$ cat config.mk
export PLATFORM = sky130hd
export DESIGN_NAME = mmio_chan_regs
export DESIGN_NICKNAME = d
export VERILOG_FILES = /design/src/rtl/mmio_chan_pkg.sv /design/src/rtl/mmio_chan_decode.sv /design/src/rtl/mmio_chan_pair.sv /design/src/rtl/mmio_chan_rdmux.sv /design/src/rtl/mmio_chan_regs.sv
export SDC_FILE = /design/constraint.sdc
export NUM_CORES = 1
export LEC_CHECK = 0
export ABC_AREA = 1
export BUFFER_PORTS_ARGS = -buffer_cell sky130_fd_sc_hd__buf_2
export CAP_MARGIN = 0
export CORE_ASPECT_RATIO = 0.75
export CORE_MARGIN = 2
export CORE_UTILIZATION = 48
export DETAILED_ROUTE_END_ITERATION = 10
export PLACE_DENSITY = 0.87
export SYNTH_ARGS = -nofsm -noshare
export SYNTH_HDL_FRONTEND = slang
export SYNTH_SLANG_ARGS = --single-unit
export TNS_END_PERCENT = 5
$ cat constraint.sdc
create_clock -name clk -period 1.18 [get_ports clk]
set_input_delay 0.059 -clock clk [delete_from_list [all_inputs] [get_ports clk]]
set_output_delay 0.059 -clock clk [all_outputs]
set_load 0.1 [all_outputs]
$ cat src/rtl/mmio_chan_pkg.sv
package mmio_chan_pkg;

  typedef enum logic [2:0] {
    MODE_OFF   = 3'd0,
    MODE_OUT   = 3'd1,
    MODE_IN    = 3'd2,
    MODE_INOUT = 3'd3,
    MODE_LOOP  = 3'd4
  } chan_mode_e;

  localparam int MAX_CH = 16;

  localparam logic [1:0] WORD_DATA = 2'd0;
  localparam logic [1:0] WORD_MASK = 2'd1;
  localparam logic [1:0] WORD_CAP  = 2'd2;

  // mode of channel ch from the packed 3-bit-per-channel parameter
  function automatic chan_mode_e mode_of(input logic [3*MAX_CH-1:0] modes, input int ch);
    return chan_mode_e'(modes[ch*3 +: 3]);
  endfunction

  function automatic bit has_out(input chan_mode_e m);
    return (m == MODE_OUT) || (m == MODE_INOUT) || (m == MODE_LOOP);
  endfunction

  function automatic bit has_in(input chan_mode_e m);
    return (m == MODE_IN) || (m == MODE_INOUT);
  endfunction

  // interrupt term of one channel; interrupts exist only for widths up to 32
  function automatic logic irq_term(input logic [31:0] cap, input logic [31:0] mask);
    return |(cap & mask);
  endfunction

endpackage

$ cat src/rtl/mmio_chan_decode.sv
module mmio_chan_decode
  import mmio_chan_pkg::*;
#(
  parameter int NUM_CH = 5,
  parameter int CH_W   = 3
) (
  input  logic [CH_W+1:0]   addr,
  input  logic              cs,
  input  logic              rd,
  input  logic              wr,
  output logic [1:0]        word,
  output logic [NUM_CH-1:0] ch_hit,
  output logic [NUM_CH-1:0] wr_ch,
  output logic [NUM_CH-1:0] usr_sel,
  output logic [NUM_CH-1:0] usr_rd,
  output logic [NUM_CH-1:0] usr_wr
);

  assign word = addr[1:0];

  for (genvar i = 0; i < NUM_CH; i++) begin : g_hit
    assign ch_hit[i]  = cs && (addr[CH_W+1:2] == CH_W'(i));
    assign wr_ch[i]   = ch_hit[i] && wr;
    assign usr_sel[i] = ch_hit[i] && (word == WORD_DATA);
    assign usr_rd[i]  = usr_sel[i] && rd;
    assign usr_wr[i]  = usr_sel[i] && wr;
  end

endmodule

$ cat src/rtl/mmio_chan_pair.sv
module mmio_chan_pair
  import mmio_chan_pkg::*;
#(
  parameter int         DW     = 16,
  parameter chan_mode_e MODE   = MODE_OFF,
  parameter bit         IRQ_ON = 1'b1
) (
  input  logic          clk,
  input  logic          rst,
  input  logic          wr_en,
  input  logic [1:0]    word,
  input  logic [DW-1:0] wdata,
  input  logic [DW-1:0] pin_in,
  output logic [DW-1:0] pin_out,
  output logic [DW-1:0] rd_word,
  output logic [DW-1:0] rise,
  output logic          irq
);

  localparam bit HAS_OUT = has_out(MODE);
  localparam bit HAS_IN  = has_in(MODE);
  localparam bit HAS_IRQ = HAS_IN && IRQ_ON;

  logic [DW-1:0] out_q;
  logic [DW-1:0] in_q;
  logic [DW-1:0] mask_q;
  logic [DW-1:0] cap_q;

  logic unused_misc;
  assign unused_misc = ^{clk, rst, wr_en, word, wdata, pin_in};

  if (HAS_OUT) begin : g_out
    always_ff @(posedge clk) begin
      if (rst)                             out_q <= '0;
      else if (wr_en && word == WORD_DATA) out_q <= wdata;
    end
  end else begin : g_no_out
    assign out_q = '0;
  end

  if (HAS_IN) begin : g_in
    logic [DW-1:0] meta_q;
    logic [DW-1:0] prev_q;
    always_ff @(posedge clk) begin
      if (rst) begin
        meta_q <= '0;
        in_q   <= '0;
        prev_q <= '0;
      end else begin
        meta_q <= pin_in;
        in_q   <= meta_q;
        prev_q <= in_q;
      end
    end
    assign rise = in_q & ~prev_q;
  end else begin : g_no_in
    assign in_q = '0;
    assign rise = '0;
  end

  if (HAS_IRQ) begin : g_irq
    logic [DW-1:0] clr;
    assign clr = (wr_en && word == WORD_CAP) ? wdata : '0;
    always_ff @(posedge clk) begin
      if (rst) begin
        mask_q <= '0;
        cap_q  <= '0;
      end else begin
        if (wr_en && word == WORD_MASK) mask_q <= wdata;
        cap_q <= (cap_q & ~clr) | rise;
      end
    end
    assign irq = irq_term(32'(cap_q), 32'(mask_q));
  end else begin : g_no_irq
    assign mask_q = '0;
    assign cap_q  = '0;
    assign irq    = 1'b0;
  end

  always_comb begin
    unique case (word)
      WORD_DATA: rd_word = HAS_IN ? in_q : ((MODE == MODE_LOOP) ? out_q : '0);
      WORD_MASK: rd_word = mask_q;
      WORD_CAP:  rd_word = cap_q;
      default:   rd_word = '0;
    endcase
  end

  assign pin_out = out_q;

endmodule

$ cat src/rtl/mmio_chan_rdmux.sv
module mmio_chan_rdmux #(
  parameter int NUM_CH = 5,
  parameter int DW     = 16
) (
  input  logic [NUM_CH-1:0]    ch_hit,
  input  logic [NUM_CH*DW-1:0] words,
  output logic [DW-1:0]        sel_word
);

  always_comb begin
    sel_word = '0;
    for (int i = 0; i < NUM_CH; i++) begin
      if (ch_hit[i]) sel_word = sel_word | words[i*DW +: DW];
    end
  end

endmodule

$ cat src/rtl/mmio_chan_regs.sv
module mmio_chan_regs
  import mmio_chan_pkg::*;
#(
  parameter int                  NUM_CH   = 5,
  parameter int                  DW       = 16,
  parameter logic [3*MAX_CH-1:0] CH_MODES = 48'h88B,
  localparam int                 CH_W     = (NUM_CH > 1) ? $clog2(NUM_CH) : 1,
  localparam int                 AW       = CH_W + 2
) (
  input  logic                 clk,
  input  logic                 rst,
  input  logic [AW-1:0]        addr,
  input  logic                 cs,
  input  logic                 rd,
  input  logic                 wr,
  input  logic [DW-1:0]        wdata,
  output logic [DW-1:0]        rdata,
  input  logic [NUM_CH*DW-1:0] pin_in,
  output logic [NUM_CH*DW-1:0] pin_out,
  output logic [NUM_CH-1:0]    usr_sel,
  output logic [NUM_CH-1:0]    usr_rd,
  output logic [NUM_CH-1:0]    usr_wr,
  output logic                 irq
);

  localparam bit IRQ_ON = (DW <= 32);

  logic [1:0]           word;
  logic [NUM_CH-1:0]    ch_hit;
  logic [NUM_CH-1:0]    wr_ch;
  logic [NUM_CH-1:0]    irq_ch;
  logic [NUM_CH*DW-1:0] rd_words;
  logic [NUM_CH*DW-1:0] rise_all;
  logic [DW-1:0]        rd_next;

  mmio_chan_decode #(.NUM_CH(NUM_CH), .CH_W(CH_W)) u_dec (
    .addr    (addr),
    .cs      (cs),
    .rd      (rd),
    .wr      (wr),
    .word    (word),
    .ch_hit  (ch_hit),
    .wr_ch   (wr_ch),
    .usr_sel (usr_sel),
    .usr_rd  (usr_rd),
    .usr_wr  (usr_wr)
  );

  for (genvar i = 0; i < NUM_CH; i++) begin : g_ch
    mmio_chan_pair #(
      .DW     (DW),
      .MODE   (mode_of(CH_MODES, i)),
      .IRQ_ON (IRQ_ON)
    ) u_pair (
      .clk     (clk),
      .rst     (rst),
      .wr_en   (wr_ch[i]),
      .word    (word),
      .wdata   (wdata),
      .pin_in  (pin_in[i*DW +: DW]),
      .pin_out (pin_out[i*DW +: DW]),
      .rd_word (rd_words[i*DW +: DW]),
      .rise    (rise_all[i*DW +: DW]),
      .irq     (irq_ch[i])
    );
  end

  mmio_chan_rdmux #(.NUM_CH(NUM_CH), .DW(DW)) u_mux (
    .ch_hit   (ch_hit),
    .words    (rd_words),
    .sel_word (rd_next)
  );

  always_ff @(posedge clk) begin
    if (rst)            rdata <= '0;
    else if (cs && rd)  rdata <= rd_next;
    else                rdata <= '0;
  end

  assign irq = |irq_ch;

endmodule

======== After elaboration in Yosys (flattened, before gate mapping) ========
Index checks and enable logic that the tools add are counted.
cells by class
  equality and inequality tests ........... 6
  multiplexer cells ....................... 8
  bitwise operators ....................... 15
  reduce and logical (&&, ||, !) cells .... 36
operator list
  kind                                                  number
  AND 16 bit                                            6
  2-to-1 mux 16 bit                                     6
  case mux 16 bit (3 select lines)                      2
  inverter 16 bit                                       4
  OR 16 bit                                             4
  OR reduction 64 bit                                   1
  logical AND 1 bit                                     32
  equality test 3 x 2 -> 1 bit (second input constant)  2
  equality test 3 x 1 -> 1 bit (second input constant)  1
  equality test 3 bit (second input constant)           1
  logical NOT 3 bit                                     1
  equality test 2 x 1 -> 1 bit (second input constant)  1
  equality test 2 bit (second input constant)           1
  logical NOT 2 bit                                     1
  OR reduction 2 bit                                    1
  inverter 1 bit                                        1
word-level totals
  register bits ........................... 224
  input bits .............................. 106
  logic and storage cells ................. 79

======== Longest topological paths before layout ========
Gate-level depths: netlist of the first run.
  word-level depth ........................ 8
  gate-level depth with buffers ........... 9
  gate-level depth less buffers ........... 8

======== Modules after synthesis ========
Synthesis of the first run repeated with hierarchy kept, for this count alone.
second synthesis, totals
  cell total of the unflattened synthesis .. 1605
  area, all modules ....................... 10854.2 sq um
modules (own cells, without submodules)
  module                            times used  cells each  area an instance (sq um)  sequential area each (sq um)
  mmio_chan_pair at g_ch[0].u_pair  1           515         3709.8                    1921.8
  mmio_chan_pair at g_ch[2].u_pair  1           453         3244.4                    1601.5
  mmio_chan_pair at g_ch[3].u_pair  1           157         996.0                     320.3
  mmio_chan_pair at g_ch[1].u_pair  1           139         977.2                     320.3
  mmio_chan_rdmux                   1           186         789.5                     0.0
  mmio_chan_regs                    1           54          518.0                     320.3
  mmio_chan_pair at g_ch[4].u_pair  1           50          371.6                     0.0
  mmio_chan_decode                  1           51          247.7                     0.0

======== Least setup slack after synthesis of the first run ========
No wires, ideal clock.
  kind .................................... input to output
  from .................................... in addr[3]
  to ...................................... out usr_rd[0]
  data arrival time ....................... 2794 ps
  path slack .............................. -1673 ps
  cell stages on the path ................. 7
  path buffers ............................ 2
  cells stage by stage .................... inv_1 nand2_1 nor2_1 buf_2 buf_2 inv_1 nor3_1
on the way
  longest elaborated chain between the ends .. 4
RTL lines
  item               RTL line                text
  start, declared    mmio_chan_regs.sv:12    input logic [AW-1:0] addr,
  logical NOT 3 bit  mmio_chan_decode.sv:22  assign ch_hit[i] = cs && (addr[CH_W+1:2] == CH_W'(i));
  logical AND 1 bit  mmio_chan_decode.sv:22
  logical AND 1 bit  mmio_chan_decode.sv:24  assign usr_sel[i] = ch_hit[i] && (word == WORD_DATA);
  logical AND 1 bit  mmio_chan_decode.sv:25  assign usr_rd[i] = usr_sel[i] && rd;
  end, declared      mmio_chan_regs.sv:21    output logic [NUM_CH-1:0] usr_rd,
No other way between the ends.

======== Worst setup path in the final report of the first run ========
  from .................................... reg g_ch[0].u_pair.mask_q[11]
  to ...................................... out irq
on the way
  longest elaborated chain between the ends .. 2
RTL lines
  item                    RTL line              text
  start, declared         mmio_chan_pair.sv:26  logic [DW-1:0] mask_q;
  start signal, assigned  mmio_chan_pair.sv:69  if (wr_en && word == WORD_MASK) mask_q <= wdata;
  AND 16 bit              mmio_chan_pkg.sv:32   return |(cap & mask);
  OR reduction 64 bit     mmio_chan_regs.sv:80  assign irq = |irq_ch;
  end, declared           mmio_chan_regs.sv:23  output logic irq
No other way between the ends.

==> results of run 1 <==
[placed cells by master (no fill, tap or decap), types with 28 or more instances in the layout]
cell / instances
buf_12: 62
buf_2: 56
buf_4: 91
conb_1: 32
dfxtp_1: 196
dfxtp_2: 28
dlygate4sd3_1: 49
inv_1: 184
nand2_1: 303
nand3_1: 115
nor2_1: 294
o21ai_0: 64
[sequential cells by signal, indices dropped and copies added, names as in the netlist]
name and flops:
g_ch.u_pair.g_in.prev_q 32, g_ch.u_pair.cap_q 32, g_ch.u_pair.g_in.meta_q 32, g_ch.u_pair.pin_out 48, rdata 16, g_ch.u_pair.mask_q 32, g_ch.u_pair.in_q 32
[worst register-to-register path, stage by stage, from the launching register on]
cell,delay [ns]
dfxtp_1,0.31
buf_4,0.13
nand3_1,0.07
nand3_1,0.16
nand2_1,0.10
nand3_1,0.08
nand2_1,0.11
inv_1,0.05
[layout make-up]
cell class                      instances  area [sq um]
Tap cell                              247           309
Fill cell                            1353          5490
Sequential cell                       224          4520
Inverter                              194           732
Clock inverter                         13           165
Clock buffer                           29           628
Multi-Input combinational cell        841          3650
Timing Repair Buffer                  289          3070
[worst max-delay path by stage]
stage,from,endpoint,slack [ns],depth (start not counted)
2_1_floorplan,addr[0],usr_rd[2],-0.42,5
3_3_place_gp,addr[1],rdata[0],-0.10,8
3_5_place_dp,addr[3],g_ch[0].u_pair.pin_out[7],-0.20,10
4_1_cts,g_ch[0].u_pair.cap_q[1],irq,-0.46,7
5_1_grt,g_ch[0].u_pair.mask_q[5],irq,-0.51,7
6_report,g_ch[0].u_pair.mask_q[11],irq,-0.47,7
[through the flow]
step           TNS, ns  setup WS, ns  cell area (sq um)
2_1_floorplan   -10.18        -0.424               9360
3_3_place_gp     -3.61        -0.100              11200
3_5_place_dp     -9.09        -0.200              11200
4_1_cts         -0.728        -0.459              12900
5_1_grt          -1.27        -0.514              13100
6_report        -0.768        -0.475              13100
[power by group through the flow]
stage / logic (mW) / registers (mW) / clock network (mW)
6_report: 1.95 / 7.89 / 7.55
2_1_floorplan: 1.15 / 8.12 / 0
3_3_place_gp: 1.71 / 8.04 / 0
4_1_cts: 1.88 / 7.89 / 7.60
3_5_place_dp: 1.72 / 8.05 / 0
5_1_grt: 2.07 / 7.91 / 7.93
[timing repair]
action | CTS | global route
hold buffers | 49 | 0
endpoints found under the setup margin | 70 | 34
endpoints found under the hold margin | 110 | 0
gates resized for setup | 147 | 47
pin swaps | 5 | 3
[cells by family after synthesis]
logic type / Yosys count / share of synthesized area [%]
buffers and inverters: 285 / 13.7
AO/OA/AOI/OAI: 67 / 3.67
other: 1 / 0.0411
AND/OR/NAND/NOR: 742 / 33.5
flip-flops: 224 / 49.1
[layer usage]
layer | global-route usage, % | share of wire (%)
met1 | 38.2 | 40
met5 | 0 | 0
met2 | 43.0 | 42
met4 | 7.02 | 3.4
met3 | 9.02 | 14
[Yosys cell counts, types with 3 or more instances]
master,n
inv_1,187
inv_2,6
o21ai_0,64
buf_4,40
nand2_1,305
nor3_4,3
dfxtp_1,224
nor2_1,301
buf_1,11
nand3_1,117
clkbuf_1,27
a21oi_1,3
nor3_1,6
buf_2,11
==> impl_metrics.py, run 1 <==
metrics = {
    "power": {
        "p_comb_share_pct": 11.2,
        "total_power_mw": 17.4,
        "p_int_mw": 12.8,
        "seqPwrFrac_pct": 45.4,
        "p_clk_share_pct": 43.4,
        "vdd_ir_drop_max_uv": 894,
        "p_leak_nw": 6.14,
        "p_sw_share_pct": 26.2,
        "p_sw_mw": 4.55,
        "power.density_mw_per_mm2": 1330,
    },
    "floorplan": {
        "std_cell_rows": 43,
        "initial_core_util_pct": 49.2,
        "die_h_um": 123,
        "io_pins": 218,
        "die_w_um": 163,
        "die_area_sq_mm": 0.0202,
        "core_sq_mm": 0.0186,
    },
    "timing": {
        "fin_crit_sh_pct": 140,
        "slew_violations": 0,
        "finalCriticalPeriod_ns": 1.65,
        "setup_violations": 10,
        "fmax_mhz": 604,
        "grt_setup_unrepaired": "true",
        "holdWs_ns": 0.0482,
        "finalHoldViolCount": 0,
        "clock-skew-final_ns": 0.0157,
        "setup_ws_ns": -0.475,
    },
    "worst_setup_path": {
        "cp.required_ns": 1.12,
        "crit_slowest_cell": "dfxtp_1",
        "cp_top_family": "simple AND/OR/NAND/NOR gates",
        "cp.buffers_inverters": 1,
        "cp.arrival_ns": 1.60,
        "start_kind": "flop",
        "critPathMaxStageDelay_ns": 0.32,
        "cp_cell_sequence": "nand2_1 > nand2_1 > nor2_1 > nand3_1 > nor2_1 > nand2_2 > buf_12",
        "cp_max_fo": 2,
        "r2r-end": "rdata[6]",
        "setup.reg_to_reg.worst_slack_ns": 0.07,
        "cp-end-kind": "output pin",
        "r2r_cells": 7,
        "reg2reg_from": "g_ch[0].u_pair.cap_q[6]",
        "worst-setup-path-type": "reg -> out",
    },
    "global_routing": {
        "grt_use_total_pct": 28.0,
        "grt_pass1_wl_um": 44200,
        "grt_max_degree": 63,
        "grt_overflow": 0,
        "antenna_found_initial": 0,
        "grt_pass1_vias": 8361,
    },
    "detailed_routing": {
        "vias_per_cell": 5.01,
        "first_iter_violations": 1121,
        "first_pass_iters": 7,
        "drtAntennaViolNets": 0,
        "drt-wirelength-per-cell_um": 16.1,
        "vias": 9200,
        "drc": 0,
        "drt-total-wl_um": 29500,
    },
    "worst_hold_path": {
        "min_to": "g_ch[3].u_pair.pin_out[14]",
        "min_from": "wr",
        "hold_path.class": "in -> reg",
        "holdPathStages": 4,
    },
    "placed_design": {
        "dpl.hpwl_um": 19100,
        "gp_congestion": 0.970,
        "io_buffers": 137,
        "place_inst": 1746,
    },
    "clock_network": {
        "clkLatencyLatePin_ns": 0.52,
        "clk_pin_slew_worst_paths_ns": 0.08,
        "post_cts_buffers": 0,
        "cts.sinks": 224,
        "cts_inserted_buffers": 23,
        "root_buffer": "clkbuf_16",
        "cts_htree_levels": 1,
        "clock_path_buffers": 3,
        "tritoncts": "done",
    },
    "yosys": {
        "synth_flop_cell": "dfxtp_1",
        "synth-edff-count": 0,
        "synthArstFlopShare_pct": 0,
        "netlist_area_sq_mm": 0.00914,
        "avgSynthCellArea_sq_um": 6.93,
        "syn-instance-count": 1319,
        "synth-warning-count": 0,
        "synth_cell_types": 24,
        "ys_seq_area_share_pct": 49.1,
        "yosysTopAreaCell": "dfxtp_1",
        "ys_seq_elements": 224,
        "synth_top_area_share_pct": 49.1,
        "synth_area_leaders": "dfxtp_1 49%, nand2_1 13%, nor2_1 12%",
    },
    "outcome": {
        "violations": "negative setup slack",
        "status": "complete, but fails checks",
    },
    "layout": {
        "final_nets": 1679,
        "syn2layout_area_growth_pct": 43.0,
        "drive_above_1_share_pct": 21.8,
        "utilization_pct": 70.4,
        "antennaDiodeCount": 0,
        "stdcell_count": 1837,
    },
    "run": {
        "max_cap_violations": 0,
    },
}
Note: power is estimated with default switching activity, not from simulation.
==> run 2: changes to the inputs <==
Settings changed: CORE_UTILIZATION 48 to 54, HOLD_SLACK_MARGIN set to 0.06, PLACE_DENSITY 0.87 to 0.91.
Clock period 1.18 ns to 1.7 ns, I/O delays scaled along.
==> impl_metrics.py, run 2 (synthesis gave the netlist of run 1 again) <==
metrics = {
    "outcome": {
        "status": "finished, final reports clean",
    },
    "layout": {
        "final_common_cell": "nor2_1",
        "largest_reg_flops": 48,
        "final_cell_mix": "294 x nor2_1, 293 x nand2_1, 202 x dfxtp_1",
        "utilization_pct": 69.7,
        "syn2layout_area_growth_pct": 27.2,
        "antennaDiodeCount": 0,
        "final_nets": 1612,
        "drive_above_1_share_pct": 17.8,
        "final_area_sq_mm": 0.0116,
        "nFillCells": 1219,
    },
    "worst_setup_path": {
        "reg2reg_from": "g_ch[2].u_pair.mask_q[15]",
        "cp.buffers_inverters": 1,
        "start_kind": "flop",
        "cp_cell_sequence": "nand2_4 > nand2_2 > a21oi_2 > nand3_1 > nor2_2 > nand2_2 > buf_12",
        "setup.reg_to_reg.worst_slack_ns": 0.72,
        "cp_common_cell": "nand2_2",
        "r2r_cells": 7,
        "r2r-end": "rdata[15]",
        "crit_end": "irq",
        "worstSetupStartpoint": "g_ch[2].u_pair.mask_q[7]",
        "cp-end-kind": "output pin",
        "critPathMaxStageDelay_ns": 0.36,
        "worst-setup-path-type": "reg -> out",
        "cp.required_ns": 1.62,
        "cp.arrival_ns": 1.61,
        "cp_max_fo": 3,
        "crit_slowest_cell": "dfxtp_4",
        "cp_top_family": "simple AND/OR/NAND/NOR gates",
        "cp.depth": 7,
    },
    "timing": {
        "relSlewSlack_pct": 65.4,
        "setup_ws_ns": 0.000888,
        "fin_crit_sh_pct": 99.9,
        "slew_violations": 0,
        "clock-skew-final_ns": 0.0128,
        "fin_tns_setup_ns": 0,
        "finalCriticalPeriod_ns": 1.70,
        "setup_violations": 0,
        "grt_setup_unrepaired": "true",
        "finalHoldViolCount": 0,
        "worst_slew_pin_slew_ns": 0.523,
        "fmax_mhz": 589,
    },
    "clock_network": {
        "clock_path_buffers": 3,
        "clkLatencyLatePin_ns": 0.50,
        "cts.sinks": 224,
        "tritoncts": "done",
        "root_buffer": "clkbuf_16",
        "cts_inserted_buffers": 21,
        "clk_pin_slew_worst_paths_ns": 0.06,
        "cts_htree_levels": 1,
    },
    "global_routing": {
        "grt_use_total_pct": 29.0,
        "grt_pass1_wl_um": 41600,
        "grt_overflow": 0,
        "grt_max_degree": 97,
        "grt_pass1_vias": 8520,
        "antenna_found_initial": 0,
    },
    "detailed_routing": {
        "first_iter_violations": 982,
        "vias_per_cell": 5.14,
        "drt-wirelength-per-cell_um": 15.3,
        "drc": 0,
        "drtAntennaViolNets": 0,
        "drt-total-wl_um": 26500,
        "vias": 8922,
        "first_pass_iters": 6,
    },
    "power": {
        "power.density_mw_per_mm2": 977,
        "p_clk_share_pct": 41.1,
        "p_comb_share_pct": 10.6,
        "total_power_mw": 11.4,
        "p_sw_mw": 2.94,
        "p_leak_nw": 5.62,
        "p_sw_share_pct": 25.9,
        "vdd_ir_drop_max_uv": 596,
        "seqPwrFrac_pct": 48.4,
        "p_int_mw": 8.41,
    },
    "placed_design": {
        "pre_cts_slack_ns": 0.201,
        "dpl.hpwl_um": 17100,
        "io_buffers": 137,
        "placed_area_sq_mm": 0.0102,
        "gp_congestion": 0.885,
    },
    "floorplan": {
        "die_area_sq_mm": 0.0180,
        "std_cell_rows": 41,
        "die_h_um": 117,
        "io_pins": 218,
        "die_w_um": 154,
        "core_sq_mm": 0.0167,
        "initial_core_util_pct": 54.8,
    },
    "run": {
        "max_cap_violations": 0,
    },
    "worst_hold_path": {
        "hold_path.class": "in -> reg",
    },
}
-- run 2: power groups by stage --
stage	Clock [mW]	Sequential, mW	Combinational [mW]
finish	4.66	5.49	1.20
global route	4.92	5.50	1.28
CTS	4.70	5.48	1.17
detailed placement	0	5.60	1.05
global placement	0	5.59	1.03
floorplan	0	5.63	0.785
-- run 2: worst register-to-register path, stage by stage (launching register included) --
cell and delay (ns):
dfxtp_2 0.32, buf_4 0.13, nand3_1 0.08, nand3_1 0.08
nand2_1 0.08, nand3_1 0.10, nand2_1 0.07, inv_1 0.03
-- run 2: final cells by class --
cell class              instances  area, sq um  share of cell area [%]
flip-flops and latches        224         4510                    38.8
clock buffers                  30          619                    5.33
well taps                     215          269                    2.31
repair buffers                224         1790                    15.4
inverters                     194          728                    6.27
multi-input cells             841         3630                    31.3
clock inverters                 7         70.1                   0.603
-- run 2: routing by layer --
layer  part of all wire, %  up-vias  track usage, %  wire [um]
met5                     0        -               0          0
met4                   3.2        0            10.4        845
met3                    14       97            8.20       3630
met2                    44      599            48.7      11800
met1                    39     3971            36.1      10200
li1                      -     4255               -          -
-- run 2: stage by stage --
step	hold WS, ns	std cells
2_1_floorplan	0.192	1350
3_3_place_gp	0.291	1635
3_5_place_dp	0.290	1635
4_1_cts	0.123	1734
5_1_grt	0.169	1735
6_report	0.126	1735
-- run 2: timing repair --
item                       in CTS  in global routing
hold endpoints to repair      128                  0
gates resized for setup        12                 41
setup endpoints to repair       1                  1
setup buffers                   4                  1
hold buffers                   58                  0
pin swaps                       9                 15
-- run 2: worst min path at each step --
stage / start / to / cells after the start
after floorplan: pin_in[0] / g_ch[0].u_pair.g_in.meta_q[0] / 2
after global placement: pin_in[47] / g_ch[2].u_pair.g_in.meta_q[15] / 3
final: wr / g_ch[0].u_pair.pin_out[2] / 4
after global routing: wr / g_ch[0].u_pair.pin_out[2] / 4
after CTS: wr / g_ch[0].u_pair.pin_out[2] / 4
after detailed placement: pin_in[47] / g_ch[2].u_pair.g_in.meta_q[15] / 3
